## config.mk

```make
export PLATFORM = sky130hd
export DESIGN_NAME = raw_capture_gate
export DESIGN_NICKNAME = d
export VERILOG_FILES = /design/src/rtl/rcg_pkg.sv /design/src/rtl/rcg_edge_det.sv /design/src/rtl/rcg_frame_ctl.sv /design/src/rtl/rcg_out_stage.sv /design/src/rtl/raw_capture_gate.sv
export SDC_FILE = /design/constraint.sdc
export NUM_CORES = 1
export LEC_CHECK = 0
export BUFFER_PORTS_ARGS = -buffer_cell sky130_fd_sc_hd__buf_2
export CAP_MARGIN = 20
export CORE_AREA = 10 10 58 60
export CTS_CLUSTER_SIZE = 28
export DETAILED_ROUTE_END_ITERATION = 10
export DIE_AREA = 0 0 68 70
export PLACE_DENSITY_LB_ADDON = 0.3
export SLEW_MARGIN = 10
export SYNTH_ARGS = -nofsm -noshare
export SYNTH_HDL_FRONTEND = slang
export SYNTH_SLANG_ARGS = --single-unit
```

## constraint.sdc

```tcl
create_clock -name clk -period 3.4 [get_ports clk]
set_clock_uncertainty 0.05 [all_clocks]
set_input_delay 0.34 -clock clk [delete_from_list [all_inputs] [get_ports clk]]
set_output_delay 0.34 -clock clk [all_outputs]
set_load 0.05 [all_outputs]
```

## src/rtl/rcg_pkg.sv

```systemverilog
package rcg_pkg;

    // Frame tracking state
    typedef struct packed {
        logic active;   // inside a captured frame
        logic pend;     // start marker not yet issued in this frame
    } rcg_ctl_t;

    // Per-cycle decision handed to the output stage
    typedef struct packed {
        logic take;
        logic sof;
        logic eof;
    } rcg_evt_t;

endpackage

```

## src/rtl/rcg_edge_det.sv

```systemverilog
module rcg_edge_det (
    input  logic clk,
    input  logic rst_n,
    input  logic fv_in,
    output logic rise_o
);
    // Resets high so that a frame that is already running at reset release is not seen as a start.
    logic fv_d, fv_q;

    always_comb begin
        fv_d   = fv_in;
        rise_o = fv_in & ~fv_q;
    end

    always_ff @(posedge clk or negedge rst_n) begin
        if (!rst_n) fv_q <= 1'b1;
        else        fv_q <= fv_d;
    end
endmodule

```

## src/rtl/rcg_frame_ctl.sv

```systemverilog
module rcg_frame_ctl
    import rcg_pkg::*;
#(
    parameter bit QUAL_SUPPORT = 1'b1
) (
    input  logic     clk,
    input  logic     rst_n,
    input  logic     rise_i,
    input  logic     fv_in,
    input  logic     arm_in,
    input  logic     dv_in,
    input  logic     qual_en_in,
    output rcg_evt_t evt_o
);
    rcg_ctl_t ctl_d, ctl_q;
    logic     qual_ok;

    generate
        if (QUAL_SUPPORT) begin : g_qual
            assign qual_ok = ~qual_en_in | dv_in;
        end else begin : g_noqual
            logic unused_qual;
            assign unused_qual = qual_en_in ^ dv_in;
            assign qual_ok     = 1'b1;
        end
    endgenerate

    always_comb begin
        logic start, live, pend_now;
        start    = rise_i & arm_in;
        live     = fv_in & (start | ctl_q.active);
        pend_now = start | ctl_q.pend;

        evt_o.take = live & qual_ok;
        evt_o.sof  = evt_o.take & pend_now;
        evt_o.eof  = ~fv_in & ctl_q.active;

        ctl_d.active = live;
        ctl_d.pend   = live & pend_now & ~evt_o.take;
    end

    always_ff @(posedge clk or negedge rst_n) begin
        if (!rst_n) ctl_q <= '0;
        else        ctl_q <= ctl_d;
    end
endmodule

```

## src/rtl/rcg_out_stage.sv

```systemverilog
module rcg_out_stage
    import rcg_pkg::*;
#(
    parameter int DATA_W = 16
) (
    input  logic              clk,
    input  logic              rst_n,
    input  rcg_evt_t          evt_i,
    input  logic [DATA_W-1:0] data_in,
    output logic [DATA_W-1:0] data_o,
    output logic              valid_o,
    output logic              sof_o,
    output logic              eof_o
);
    typedef struct packed {
        logic [DATA_W-1:0] data;
        logic              valid;
        logic              sof;
        logic              eof;
    } out_t;

    out_t out_d, out_q;

    always_comb begin
        out_d       = out_q;
        out_d.valid = evt_i.take;
        out_d.sof   = evt_i.sof;
        out_d.eof   = evt_i.eof;
        if (evt_i.take) out_d.data = data_in;
    end

    always_ff @(posedge clk or negedge rst_n) begin
        if (!rst_n) out_q <= '0;
        else        out_q <= out_d;
    end

    assign data_o  = out_q.data;
    assign valid_o = out_q.valid;
    assign sof_o   = out_q.sof;
    assign eof_o   = out_q.eof;
endmodule

```

## src/rtl/raw_capture_gate.sv

```systemverilog
module raw_capture_gate
    import rcg_pkg::*;
#(
    parameter int DATA_W       = 16,
    parameter bit QUAL_SUPPORT = 1'b1
) (
    input  logic              clk,
    input  logic              rst_n,
    input  logic              fv_in,
    input  logic              dv_in,
    input  logic [DATA_W-1:0] data_in,
    input  logic              arm_in,
    input  logic              qual_en_in,
    output logic [DATA_W-1:0] cap_data_out,
    output logic              cap_valid_out,
    output logic              cap_sof_out,
    output logic              cap_eof_out
);
    logic     rise;
    rcg_evt_t evt;

    rcg_edge_det u_edge (
        .clk    (clk),
        .rst_n  (rst_n),
        .fv_in  (fv_in),
        .rise_o (rise)
    );

    rcg_frame_ctl #(.QUAL_SUPPORT(QUAL_SUPPORT)) u_ctl (
        .clk        (clk),
        .rst_n      (rst_n),
        .rise_i     (rise),
        .fv_in      (fv_in),
        .arm_in     (arm_in),
        .dv_in      (dv_in),
        .qual_en_in (qual_en_in),
        .evt_o      (evt)
    );

    rcg_out_stage #(.DATA_W(DATA_W)) u_out (
        .clk     (clk),
        .rst_n   (rst_n),
        .evt_i   (evt),
        .data_in (data_in),
        .data_o  (cap_data_out),
        .valid_o (cap_valid_out),
        .sof_o   (cap_sof_out),
        .eof_o   (cap_eof_out)
    );
endmodule

```

==> results by group <==
Synthesis
  – Post-synth cell types: 14
  – Area contributors post-synth: dfrtp_1, mux2_4, mux2_2
  – Register area share after synthesis: between 60% and 70%
  – Yosys top cell by area: dfrtp_1
  – Syn nets: 71
  – Post-synthesis register bit count: 22
  – Syn Inst Count: 49
  – Syn Area/Cell: 17.47 µm²
  – Syn. warnings: 0
  – Synth top area share: around three fifths
  – Synthesized area: 855.8 µm²

Power and ir drop
  – Clock share of power: 15.8%
  – Sw Pwr: approximately 300 µW
  – Design Power: about 740 µW
  – Leak: around 0.59 nW
  – Power density cells: ~670 nW/µm²
  – Sequential share of power: 44.5%
  – Int Pwr: roughly 440 µW
  – Combinational share of power: between 30% and 40%
  – Worst vdd ir: 0.4548 mV
  – Sw frac: 40.55%

STA
  – Post-route setup TNS: 0 ns
  – Slew HR: 53.66%
  – Max-slew violation count: 0
  – Final-report hold violation count: 0
  – Hold Slack: 0.1286 ns
  – Final setup vio count: 0
  – Worst Max-Slew Pin Slew: 0.6917 ns
  – Fmax: 578.3 MHz
  – Final period util: 50.86%
  – RSZ-0062 raised after global routing: false
  – Crit path time final: 1.729 ns

Clock network
  – CTS Buf Count: 3
  – # resized after CTS: 0
  – Reg clk slew, reported paths: approximately 0.10 ns
  – Clock root buffer: clkbuf_4
  – Post-CTS Setup Inserts: 0
  – Clk sinks: 22
  – Skew-Pair Late Insertion Delay: 0.30 ns
  – Clock tree buffer depth: 2
  – H-tree depth: 1
  – CTS tree: built
  – CTS Hold Bufs: 1

Critical path
  – Worst path required time: 3.54 ns
  – Crit path capture type: flip-flop
  – Reg2reg path depth: 3
  – Crit path max fanout: 18
  – Crit path arrival time: 1.87 ns
  – Worst flop-to-flop path startpoint: u_edge.fv_q
  – Worst setup endpoint: u_out.data_o[6]
  – Worst Setup SP: u_edge.fv_q
  – R2r endpoint: u_out.data_o[6]
  – R2R Setup Slk: 1.67 ns
  – Critical setup path kind: flip-flop to flip-flop
  – CP Launch Type: flip-flop

Min path
  – Hold crit path type: input port to flip-flop
  – Min-delay src: fv_in

Routing
  – Final WL: 1798 µm
  – Total number of vias: roughly 550
  – Antenna Nets Post-Route: 0
  – Via/cell ratio: roughly 4.4
  – Post-DR wirelength/cell: between 10 and 15 µm
  – Drt drc: 0
  – Iter 0 DRT Violations: 6
  – DRT Pass-1 Iters: 2

Global routing
  – Largest net degree at the start of global routing: 23
  – First-pass GRT wire length: 3077 µm
  – Initial antenna violation count: 0
  – Routing usage on met2: 12.53%
  – Gr ovfl total: 0
  – Vias in the first global route: 654
  – Total track usage: 8.174%
  – Met3 Use GR: under 10%
  – Gr busiest metal: met2
  – Grt met1 use: 9.040%

Finish
  – Layout Cells excl Fill: 123
  – Layout cells sized above 1: 66.67%
  – Most frequent cells in the layout: buf_2, dfrtp_1, mux2_4, mux2_2, clkbuf_4
  – Layout Nets: 116
  – Commonest non-fill, non-tap cell in the layout: buf_2
  – Final core utilization: between 40% and 50%
  – ANT cells: 0
  – Area delta synth->final: 29.68%

Floorplanning
  – Io pins: between 40 and 50
  – Core Rows: 18
  – Total core area: approximately 2300 µm²
  – Die footprint: 4760 µm²
  – Die extent in y: about 70 µm
  – Initial Util: around 37%
  – Die W: approximately 68 µm

Outcome
  – Status: finished, final reports clean

Placed design
  – Port bufs: 40
  – Gp weighted congestion: between 0.7 and 0.8
  – Cells after DPL: between 100 and 150

Job
  – Max-cap violations: 0
-- cell type report --
cell class / count / area [µm²]
clock buffer: 4 / 26.28
fill: 232 / 1232
inverter: 2 / 7.507
multi-input combinational: 24 / 276.5
sequential: 22 / 551.8
tap: 30 / 37.54
timing repair buffer: 41 / 210.2
-- worst min path at each step --
stage                           end  depth (start not counted)
floorplan            u_ctl.ctl_q[0]                          0
finish                  u_edge.fv_q                          1
CTS                     u_edge.fv_q                          1
global route            u_edge.fv_q                          1
global placement    u_out.data_o[9]                          1
detailed placement  u_out.data_o[9]                          1
-- cells by family after synthesis --
kind of cell | share of synthesized area (%)
AO/OA/AOI/OAI | 3.654
multiplexers | 24.56
buffers and inverters | 3.217
AND/OR/NAND/NOR | 4.093
flip-flops | 64.47
-- per-layer routing --
| metal | vias to the layer above | share of wire [%] |
|---|---|---|
| li1 | 253 | - |
| met1 | 262 | 36 |
| met2 | 32 | 46 |
| met3 | 0 | 17 |
| met4 | 0 | 0 |
| met5 | - | 0 |
-- power by group through the flow --
stage          clock [mW]  combinational [mW]  sequential [mW]
6_report            0.117               0.295            0.331
5_1_grt             0.138               0.309            0.339
4_1_cts             0.126               0.299            0.331
3_5_place_dp            0               0.298            0.336
3_3_place_gp            0               0.296            0.332
2_1_floorplan           0              0.0652            0.493
-- critical path, stage by stage (launching register included) --
cell	delay, ns
dfstp_2	0.56
nor2b_4	0.05
o211ai_4	0.56
mux2_2	0.41
-- registers in the layout, summed over array words and instances, names as in the netlist --
name and count:
u_out.data_o 16, u_ctl.ctl_q 2, u_edge.fv_q 1, u_out.eof_o 1
u_out.sof_o 1, u_out.valid_o 1
-- stage by stage --
step / instance area, µm² / setup WS, ns
final: 1110 / 1.671
after global routing: 1110 / 1.572
after CTS: 1110 / 1.642
after detailed placement: 1074 / 1.651
after global placement: 1074 / 1.698
after floorplan: 855.8 / 1.899
-- Yosys cell counts --
cell and count:
a21oi_1 1, buf_12 1, dfrtp_1 21, dfstp_2 1, inv_1 2, mux2_2 8
mux2_4 8, nand2b_1 1, nor2_1 1, nor2b_1 1, nor2b_4 1, nor3_1 1
o211ai_4 1, o21ai_0 1
Power figures use the tool's default switching activity.
